--- src/rtl/frac_n_pkg.sv ---
package frac_n_pkg;
  localparam int NSTAGE = 3;
  localparam int OFS_W  = 4;

  typedef enum logic [1:0] {
    ORD_FIRST  = 2'd0,
    ORD_SECOND = 2'd1,
    ORD_THIRD  = 2'd2,
    ORD_THIRD2 = 2'd3
  } order_e;

  function automatic logic signed [OFS_W-1:0] min_offset(order_e o);
    case (o)
      ORD_FIRST:  return 4'sd0;
      ORD_SECOND: return -4'sd1;
      default:    return -4'sd3;
    endcase
  endfunction
endpackage

--- src/rtl/mod_accum_stage.sv ---
module mod_accum_stage #(
  parameter int W = 16
) (
  input  logic         clk_i,
  input  logic         rst_ni,
  input  logic         clr_i,
  input  logic         step_i,
  input  logic [W-1:0] in_i,
  input  logic [W-1:0] den_i,
  output logic [W-1:0] res_o,
  output logic         carry_o
);
  logic [W-1:0] acc_q;
  logic [W:0]   sum;

  always_comb begin
    sum     = {1'b0, acc_q} + {1'b0, in_i};
    carry_o = (sum >= {1'b0, den_i});
    res_o   = carry_o ? W'(sum - {1'b0, den_i}) : sum[W-1:0];
  end

  always_ff @(posedge clk_i or negedge rst_ni) begin
    if (!rst_ni)     acc_q <= '0;
    else if (clr_i)  acc_q <= '0;
    else if (step_i) acc_q <= res_o;
  end
endmodule

--- src/rtl/mash_combine.sv ---
module mash_combine
  import frac_n_pkg::*;
(
  input  logic                    clk_i,
  input  logic                    rst_ni,
  input  logic                    clr_i,
  input  logic                    step_i,
  input  logic [NSTAGE-1:0]       carry_i,
  input  order_e                  order_i,
  output logic signed [OFS_W-1:0] offset_o
);
  logic c2_d_q, c3_d_q, c3_dd_q;
  logic signed [OFS_W-1:0] t1, t2, t3;

  always_ff @(posedge clk_i or negedge rst_ni) begin
    if (!rst_ni) begin
      c2_d_q  <= 1'b0;
      c3_d_q  <= 1'b0;
      c3_dd_q <= 1'b0;
    end else if (clr_i) begin
      c2_d_q  <= 1'b0;
      c3_d_q  <= 1'b0;
      c3_dd_q <= 1'b0;
    end else if (step_i) begin
      c2_d_q  <= carry_i[1];
      c3_d_q  <= carry_i[2];
      c3_dd_q <= c3_d_q;
    end
  end

  // first, first difference, second difference of the three carries
  always_comb begin
    t1 = $signed({3'b000, carry_i[0]});
    t2 = $signed({3'b000, carry_i[1]}) - $signed({3'b000, c2_d_q});
    t3 = $signed({3'b000, carry_i[2]}) - $signed({2'b00, c3_d_q, 1'b0})
       + $signed({3'b000, c3_dd_q});
    case (order_i)
      ORD_FIRST:  offset_o = t1;
      ORD_SECOND: offset_o = t1 + t2;
      default:    offset_o = t1 + t2 + t3;
    endcase
  end
endmodule

--- src/rtl/min_ratio_chk.sv ---
module min_ratio_chk
  import frac_n_pkg::*;
#(
  parameter int INT_W     = 12,
  parameter int MIN_RATIO = 12
) (
  input  logic [INT_W-1:0] int_i,
  input  order_e           order_i,
  output logic             viol_o
);
  localparam int SW = INT_W + 2;
  logic signed [OFS_W-1:0] mo;
  logic signed [SW-1:0]    lo;

  always_comb begin
    mo     = min_offset(order_i);
    lo     = $signed({2'b00, int_i}) + $signed({{(SW-OFS_W){mo[OFS_W-1]}}, mo});
    viol_o = (lo < $signed(SW'(MIN_RATIO)));
  end
endmodule

--- src/rtl/frac_n_seq_mod.sv ---
module frac_n_seq_mod
  import frac_n_pkg::*;
#(
  parameter int INT_W     = 12,
  parameter int FRAC_W    = 16,
  parameter int MIN_RATIO = 12
) (
  input  logic                    clk_i,
  input  logic                    rst_ni,
  input  logic                    en_i,
  input  logic                    cfg_ld_i,
  input  logic [1:0]              order_i,
  input  logic [INT_W-1:0]        int_i,
  input  logic [FRAC_W-1:0]       frac_i,
  input  logic [FRAC_W-1:0]       den_i,
  output logic signed [OFS_W-1:0] offset_o,
  output logic [INT_W:0]          div_o,
  output logic                    valid_o,
  output logic                    min_viol_o
);
  localparam int DIV_W = INT_W + 1;

  order_e             order_q;
  logic [INT_W-1:0]   int_q;
  logic [FRAC_W-1:0]  frac_q, den_q;
  logic               step;
  logic [FRAC_W-1:0]  res [NSTAGE];
  logic [NSTAGE-1:0]  carry;
  logic signed [OFS_W-1:0] ofs_next, ofs_q;
  logic               valid_q;

  assign step = en_i & ~cfg_ld_i;

  always_ff @(posedge clk_i or negedge rst_ni) begin
    if (!rst_ni) begin
      order_q <= ORD_FIRST;
      int_q   <= '0;
      frac_q  <= '0;
      den_q   <= FRAC_W'(1);
    end else if (cfg_ld_i) begin
      order_q <= order_e'(order_i);
      int_q   <= int_i;
      frac_q  <= frac_i;
      den_q   <= den_i;
    end
  end

  for (genvar k = 0; k < NSTAGE; k++) begin : g_stage
    logic [FRAC_W-1:0] stage_in;
    if (k == 0) begin : g_head
      assign stage_in = frac_q;
    end else begin : g_tail
      assign stage_in = res[k-1];
    end
    mod_accum_stage #(.W(FRAC_W)) u_acc (
      .clk_i   (clk_i),
      .rst_ni  (rst_ni),
      .clr_i   (cfg_ld_i),
      .step_i  (step),
      .in_i    (stage_in),
      .den_i   (den_q),
      .res_o   (res[k]),
      .carry_o (carry[k])
    );
  end

  mash_combine u_comb (
    .clk_i    (clk_i),
    .rst_ni   (rst_ni),
    .clr_i    (cfg_ld_i),
    .step_i   (step),
    .carry_i  (carry),
    .order_i  (order_q),
    .offset_o (ofs_next)
  );

  min_ratio_chk #(.INT_W(INT_W), .MIN_RATIO(MIN_RATIO)) u_min (
    .int_i   (int_q),
    .order_i (order_q),
    .viol_o  (min_viol_o)
  );

  always_ff @(posedge clk_i or negedge rst_ni) begin
    if (!rst_ni) begin
      ofs_q   <= '0;
      valid_q <= 1'b0;
    end else begin
      valid_q <= step;
      if (cfg_ld_i)  ofs_q <= '0;
      else if (step) ofs_q <= ofs_next;
    end
  end

  assign offset_o = ofs_q;
  assign valid_o  = valid_q;
  assign div_o    = {1'b0, int_q} + {{(DIV_W-OFS_W){ofs_q[OFS_W-1]}}, ofs_q};
endmodule

--- config.mk ---
export PLATFORM = sky130hd
export DESIGN_NAME = frac_n_seq_mod
export DESIGN_NICKNAME = d
export VERILOG_FILES = /design/src/rtl/frac_n_pkg.sv /design/src/rtl/mod_accum_stage.sv /design/src/rtl/mash_combine.sv /design/src/rtl/min_ratio_chk.sv /design/src/rtl/frac_n_seq_mod.sv
export SDC_FILE = /design/constraint.sdc
export NUM_CORES = 1
export LEC_CHECK = 0
export BUFFER_PORTS_ARGS = -buffer_cell sky130_fd_sc_hd__buf_2
export CORE_AREA = 2 2 185 187
export CTS_CLUSTER_DIAMETER = 80
export DETAILED_ROUTE_END_ITERATION = 8
export DIE_AREA = 0 0 187 189
export GPL_TIMING_DRIVEN = 0
export SYNTH_ARGS = -nofsm -noshare
export SYNTH_HDL_FRONTEND = slang
export SYNTH_SLANG_ARGS = --single-unit
export TNS_END_PERCENT = 50
--- constraint.sdc ---
create_clock -name clk_i -period 14.1 [get_ports clk_i]
set_clock_uncertainty 0.1 [all_clocks]
set_input_delay 1.41 -clock clk_i [delete_from_list [all_inputs] [get_ports clk_i]]
set_output_delay 1.41 -clock clk_i [all_outputs]
set_load 0.02 [all_outputs]
==> impl_metrics.yaml, run 1 <==
global_routing:
  grt_antenna_before_repair: 0
  grt_max_degree: 75
  globalRouteOverflowTotal: 0
  grt_first_pass_wirelength_microns: 45920
  grt_usage_pct: 16.39
  grt_pass1_vias: 8234
synth:
  ys_warn_count: 0
  yosysSeqAreaShare_pct: 25.94
  netlist_instances: 1129
  synth.distinct_cells: 74
  ys.flop_type: "dfrtp_1"
  async_flop_share_pct: 100.0
  syn_area_sq_um: 9843
  synth.avg_cell_area_sq_um: 8.719
  synth_fp_nets: 1313
  synth_edf_count: 0
  ys_ff_latch: 102
critical_path:
  worstReg2RegStart: "frac_q[4]"
  crit_path_end: "offset_o[1]"
  start_kind: "flip-flop"
  r2r-end: "offset_o[1]"
  rrSetupSlack_ns: 0.69
  end_kind: "flip-flop"
  cp_max_fo: 12
  r2r.worst_path.cells: 55
  worst_path_max_delay_cell: "fa_1"
  cpPeakStageDelay_ns: 0.47
  crit_start: "frac_q[4]"
  path_common_cell: "ha_1"
  worstPathArrival_ns: 13.53
  crit_required_ns: 14.22
  timing_worst_setup_path_type: "flip-flop to flip-flop"
clock_tree:
  htree_levels: 3
  cts_buffers: 9
  clkTransAtPathRegs_ns: 0.08
  cts_root_buffer: "clkbuf_16"
  clockBufferDepth: 2
  cts_sinks: 102
  cts_tree: "yes"
  postCtsHoldBufs: 0
  worstSkewPairLatency_ns: 0.37
worst_hold_path:
  hold_class: "flip-flop to flip-flop"
floorplan:
  die_h_microns: 189
  die_area_sq_um: 35340
  die_w_microns: 187
  fp-row-count: 67
  pin_count: 69
  start_util_pct: 29.58
  core_sq_um: 33280
detailed_routing:
  firstDrtPassIters: 5
  postRouteAntennaNets: 0
  vias_per_cell: 5.166
  wire_per_inst_microns: 17.35
  num_vias: 8653
  drc_errors: 0
  drtIter0Drc: 563
  drt_wl_total_microns: 29070
sta:
  rsz0062_at_grt: "false"
  setup_violations: 0
  fmax_ghz: 0.07456
  fin_crit_sh_pct: 95.12
  final-hold-violation-count: 0
  min_period_ns: 13.41
  worst_pin_slew_ns: 0.8202
  slew_viol_final: 0
  timing.hold.ws_ns: 0.4224
  maxSlewHeadroom_pct: 44.61
cells_and_area:
  most-common-layout-cells: "nor2_1, ha_1, dfrtp_1, buf_2, inv_1"
  antenna_cells: 0
  final_common_cell: "nor2_1"
  finalNetCount: 1406
  drive_gt1_share_pct: 15.73
  area_growth_pct: 14.83
run:
  max_cap_viol_count: 0
placed_design:
  hpwlAfterDp_microns: 22640
  finalWeightedCongestion: 0.8711
  portBuffers: 68
run_status:
  status: "completed"
-- how the worst min path moves through the flow --
stage / startpoint / end / slack, ns / depth (start not counted)
3_3_place_gp: g_stage[0].u_acc.acc_q[0] / g_stage[0].u_acc.acc_q[0] / 0.39 / 1
3_5_place_dp: g_stage[0].u_acc.acc_q[0] / g_stage[0].u_acc.acc_q[0] / 0.40 / 1
6_report: g_stage[0].u_acc.acc_q[0] / g_stage[0].u_acc.acc_q[0] / 0.42 / 1
2_1_floorplan: g_stage[0].u_acc.acc_q[0] / g_stage[0].u_acc.acc_q[0] / 0.37 / 1
4_1_cts: g_stage[0].u_acc.acc_q[0] / g_stage[0].u_acc.acc_q[0] / 0.42 / 1
5_1_grt: frac_q[12] / frac_q[12] / 0.44 / 1
-- state kept, by name, summed over array words and instances, names as in the netlist --
register	count
u_comb.c3_d_q	1
order_q	2
den_q	16
u_comb.c2_d_q	1
frac_q	16
g_stage.u_acc.acc_q	48
u_comb.c3_dd_q	1
valid_o	1
offset_o	4
int_q	12
-- layer usage --
metal	vias up	global-route usage, %	part of all wire [%]
li1	4249	-	-
met5	-	0	0
met4	0	4.792	2.5
met1	4171	22.37	47
met2	197	27.52	47
met3	36	1.557	3.6
-- worst max-delay path: cells and delay by family, from the launching register on --
| family | cells | cell delay [ns] |
|---|---|---|
| AND/OR/NAND/NOR | 11 | 2.45 |
| multiplexers | 1 | 0.27 |
| adder cells (fa/ha/maj) | 10 | 3.59 |
| buffers and inverters | 5 | 0.68 |
| AO/OA/AOI/OAI | 25 | 5.20 |
| XOR/XNOR | 3 | 0.57 |
| flip-flops | 1 | 0.39 |
-- per-stage QoR --
stage / util, % / instance area [sq um] / setup slack, ns / setup TNS, ns / instances
floorplan: - / 9843 / 1.288 / 0 / 1129
global placement: 32.28 / 10740 / -1.073 / -3.103 / 1645
detailed placement: 32.38 / 10780 / -1.143 / -4.084 / 1646
CTS: 33.47 / 11140 / 0.05883 / 0 / 1664
global route: 33.96 / 11300 / 0.01906 / 0 / 1675
finish: 33.96 / 11300 / 0.6880 / 0 / 1675
-- synthesized netlist by cell type (3+ instances only) --
library cell | instances | area, sq um
inv_1 | 66 | 247.7
nor2_1 | 130 | 488.0
o211a_1 | 3 | 30.03
nand4_1 | 5 | 31.28
o2111ai_1 | 3 | 26.28
a221o_1 | 3 | 30.03
buf_2 | 3 | 15.01
mux2i_1 | 18 | 180.2
buf_1 | 4 | 15.01
and3_1 | 8 | 50.05
nor2b_1 | 23 | 143.9
mux2_4 | 6 | 90.09
dfrtp_1 | 101 | 2527
or3_1 | 4 | 25.02
a211oi_1 | 21 | 157.7
o31a_1 | 3 | 26.28
nand2_1 | 59 | 221.5
clkbuf_1 | 23 | 86.33
nand3_1 | 18 | 90.09
fa_1 | 9 | 180.2
o21bai_1 | 7 | 52.55
and2_1 | 7 | 43.79
or2_2 | 11 | 68.82
and4_1 | 7 | 61.31
a31oi_1 | 12 | 75.07
o21ai_0 | 65 | 325.3
a21boi_0 | 5 | 37.54
mux2_2 | 44 | 495.5
ha_1 | 125 | 1564
o21ai_1 | 3 | 15.01
xnor2_1 | 63 | 551.8
a311oi_1 | 5 | 43.79
o31ai_1 | 10 | 75.07
o211ai_1 | 6 | 45.04
o21a_1 | 25 | 187.7
nand2b_1 | 16 | 100.1
a21o_1 | 34 | 255.2
a21oi_1 | 66 | 330.3
xor2_1 | 25 | 219.0
a221oi_1 | 3 | 26.28
nor3_1 | 39 | 195.2
a22o_1 | 4 | 35.03
-- area by class of cell --
| class | instances | area (sq um) |
|---|---|---|
| buffer | 30 | 128.9 |
| clock buffer | 10 | 239.0 |
| clock inverter | 6 | 62.56 |
| fill | 3473 | 21980 |
| inverter | 68 | 257.7 |
| multi-input combinational | 927 | 7014 |
| sequential | 102 | 2554 |
| tap | 448 | 560.5 |
| timing repair buffer | 84 | 486.7 |
-- cells by family after synthesis --
kind of cell | count (synthesis) | synth area share (%)
DFF | 102 | 25.94
adders and majority gates | 134 | 17.72
and+or+nand+nor | 337 | 16.22
AOI/OAI and AO/OA | 300 | 20.52
buffers and inverters | 100 | 3.991
xor gates and xnor gates | 88 | 7.830
muxes | 68 | 7.779
-- repair_timing --
| item | 4_1_cts | 5_1_grt |
|---|---|---|
| resized for setup | 8 | 17 |
| setup buffers | 2 | 13 |
| pin swaps | 2 | 7 |
| endpoints found under the setup margin | 12 | 10 |
Power of run 1 is not shown: default switching activity piles up to over one toggle a cycle in this logic, so the estimate is an artifact.
==> run 2: changes to the inputs <==
Settings changed: ABC_AREA set to 1, CORE_AREA 2 2 185 187 to 2 2 201 203, CTS_CLUSTER_SIZE set to 40, DIE_AREA 0 0 187 189 to 0 0 203 205.
==> run 2 against run 1 <==
Fmax is 20% higher. Die area is 18% higher. Non-clock buffer count down 17. First-iteration DRC count grew 17%. Via count rose by 34%. Synthesized cell count grew 59%. Register-to-register slack better by 2.2 ns. Cell count is 44% higher. Hold slack worse by 0.039 ns. Critical path depth grew 18.
==> impl_metrics.yaml, run 2 <==
clock_tree:
  cts_buffers: 9
  clkTransAtPathRegs_ns: 0.08
  cts_sinks: 102
  postCtsResizedCells: 0
  cts_tree: "yes"
  cts_root_buffer: "clkbuf_16"
  post-cts-setup-buffers: 0
  htree_levels: 3
  clockBufferDepth: 2
  postCtsHoldBufs: 0
  worstSkewPairLatency_ns: 0.37
synth:
  synth.avg_cell_area_sq_um: 6.483
  synth.distinct_cells: 50
  synth_fp_nets: 1983
  synth.most_common_cell: "nand2_1"
  netlist_instances: 1799
  yosys-top-cells-area: "dfrtp_1, nand2_1, ha_1, inv_1, nand3_1"
  synth_edf_count: 0
  synthXorXnorAreaFrac_pct: 4.430
  synth.area.mux_share_pct: 0
  yosys.area.top_type_share_pct: 21.67
  async_flop_share_pct: 100.0
  netlist_top_cells_count: "nand2_1, inv_1, nand3_1, ha_1, nor2_1"
  synthDominantAreaCellType: "dfrtp_1"
  ys.flop_type: "dfrtp_1"
  synth_compound_area_share_pct: 9.429
  synthAdderAreaFrac_pct: 14.95
  synth_top_family_by_area: "simple AND/OR/NAND/NOR gates"
  synth-simple-area-share_pct: 40.35
  yosysSeqAreaShare_pct: 21.89
  ys_warn_count: 0
  ys_ff_latch: 102
  syn_area_sq_um: 11660
global_routing:
  grt_pass1_vias: 11230
  grt_first_pass_wirelength_microns: 59130
  grt_antenna_before_repair: 1
  globalRouteOverflowTotal: 0
  grt_usage_pct: 18.05
  grt_max_degree: 59
critical_path:
  path_common_cell: "nand2_1"
  end_kind: "flip-flop"
  critPathTopFamily: "simple AND/OR/NAND/NOR gates"
  critPathBufInv: 15
  timing_worst_setup_path_type: "flip-flop to flip-flop"
  cpPeakStageDelay_ns: 0.44
  cp_max_fo: 10
  start_kind: "flip-flop"
  crit_required_ns: 14.27
  worst_path_max_delay_cell: "fa_1"
  worstPathArrival_ns: 11.36
placed_design:
  hpwlAfterDp_microns: 30140
  dp_worst_setup_slack_ns: 3.064
  portBuffers: 67
  placedInstanceArea_sq_um: 12690
  finalWeightedCongestion: 0.9327
detailed_routing:
  vias_per_cell: 4.800
  wire_per_inst_microns: 15.22
  drt_wl_total_microns: 36660
  firstDrtPassIters: 5
  drc_errors: 0
  num_vias: 11560
  drtIter0Drc: 657
  postRouteAntennaNets: 0
sta:
  setup_tns_ns: 0
  rsz0062_at_grt: "false"
  worst_pin_slew_ns: 0.8075
  maxSlewHeadroom_pct: 45.97
  fin_crit_sh_pct: 79.37
  final-hold-violation-count: 0
  fin_ws_ns: 2.909
  slew_viol_final: 0
  setup_violations: 0
  min_period_ns: 11.19
  fmax_ghz: 0.08936
floorplan:
  pin_count: 69
  fp-row-count: 73
  die_area_sq_um: 41620
  die_h_microns: 205
  start_util_pct: 29.63
  die_w_microns: 203
  core_sq_um: 39370
cells_and_area:
  fin_util_pct: 32.97
  most-common-layout-cells: "nand2_1, inv_1, nand3_1, ha_1, nor2_1"
  multi_input_comb_area_sq_um: 8066
  largest_reg_flops: 48
  n_fill_cell: 4339
  antenna_cells: 0
  regMostFlops: "g_stage.u_acc.acc_q"
  stdcell_area_sq_um: 12980
  final_common_cell: "nand2_1"
  finalNetCount: 2062
  area_growth_pct: 11.28
  drive_gt1_share_pct: 9.400
  area.sequential_sq_um: 2554
  reg_top3: "g_stage.u_acc.acc_q: 48 flops, den_q: 16 flops, frac_q: 16 flops"
run:
  max_cap_viol_count: 0
worst_hold_path:
  hold_class: "flip-flop to flip-flop"
run_status:
  status: "completed"
-- run 2: cell count changes after synthesis, moves of 22 or more --
| cell | before | now |
|---|---|---|
| a21o_1 | 34 | 6 |
| a21oi_1 | 66 | 89 |
| and2_1 | 7 | 29 |
| inv_1 | 66 | 221 |
| mux2_2 | 44 | 0 |
| nand2_1 | 59 | 633 |
| nand3_1 | 18 | 164 |
| nor2_1 | 130 | 102 |
| nor2b_1 | 23 | 0 |
| nor3_1 | 39 | 17 |
| xnor2_1 | 63 | 31 |
-- run 2: final cells by class --
class | count | share of cell area, %
Buffer | 29 | 1.330
Clock buffer | 9 | 1.735
Clock inverter | 7 | 0.5302
Inverter | 232 | 6.709
Multi-Input combinational cell | 1436 | 62.15
Sequential cell | 102 | 19.67
Tap cell | 525 | 5.061
Timing Repair Buffer | 68 | 2.815
-- run 2: logic make-up after synthesis --
| logic type | after synthesis |
|---|---|
| xor gates and xnor gates | 59 |
| buffers and inverters | 261 |
| DFF | 102 |
| and+or+nand+nor | 1052 |
| adders and majority gates | 134 |
| AOI/OAI and AO/OA | 191 |
-- run 2: stage by stage --
step                      std cells  hold slack [ns]
after floorplan                1799           0.3483
after global placement         2391           0.3673
after detailed placement       2392           0.3656
after CTS                      2408           0.3889
after global routing           2408           0.4160
final                          2408           0.3830
-- run 2: final timing paths --
kind                            slack, ns                        end  cells past startpoint  startpoint
worst max-delay path                 2.91                offset_o[2]                     73   frac_q[0]
max in group asynchronous           12.13                   den_q[0]                      2      rst_ni
min in group asynchronous            0.97  g_stage[2].u_acc.acc_q[9]                      1      rst_ni
worst min-delay path                 0.38                  frac_q[5]                      2   frac_q[5]
worst max register to register       2.91                offset_o[2]                     73   frac_q[0]
worst min register to register       0.38                  frac_q[5]                      2   frac_q[5]
-- run 2: worst register-to-register path, delay by kind of cell (launching register included) --
| kind | cells | cell delay [ns] |
|---|---|---|
| buffers and inverters | 15 | 1.54 |
| and+or+nand+nor | 38 | 3.96 |
| AOI/OAI and AO/OA | 8 | 1.31 |
| adders and majority gates | 11 | 3.51 |
| xor gates and xnor gates | 1 | 0.24 |
| DFF | 1 | 0.40 |
-- run 2: layer usage --
| metal | global-route usage (%) | vias up | routed length, microns |
|---|---|---|---|
| met4 | 6.048 | 2 | 1061 |
| met5 | 0 | - | 13 |
| met2 | 30.14 | 241 | 16570 |
| met3 | 3.277 | 55 | 1876 |
| li1 | - | 5964 | - |
| met1 | 23.46 | 5297 | 17130 |
Power of run 2 is left out for the same reason.
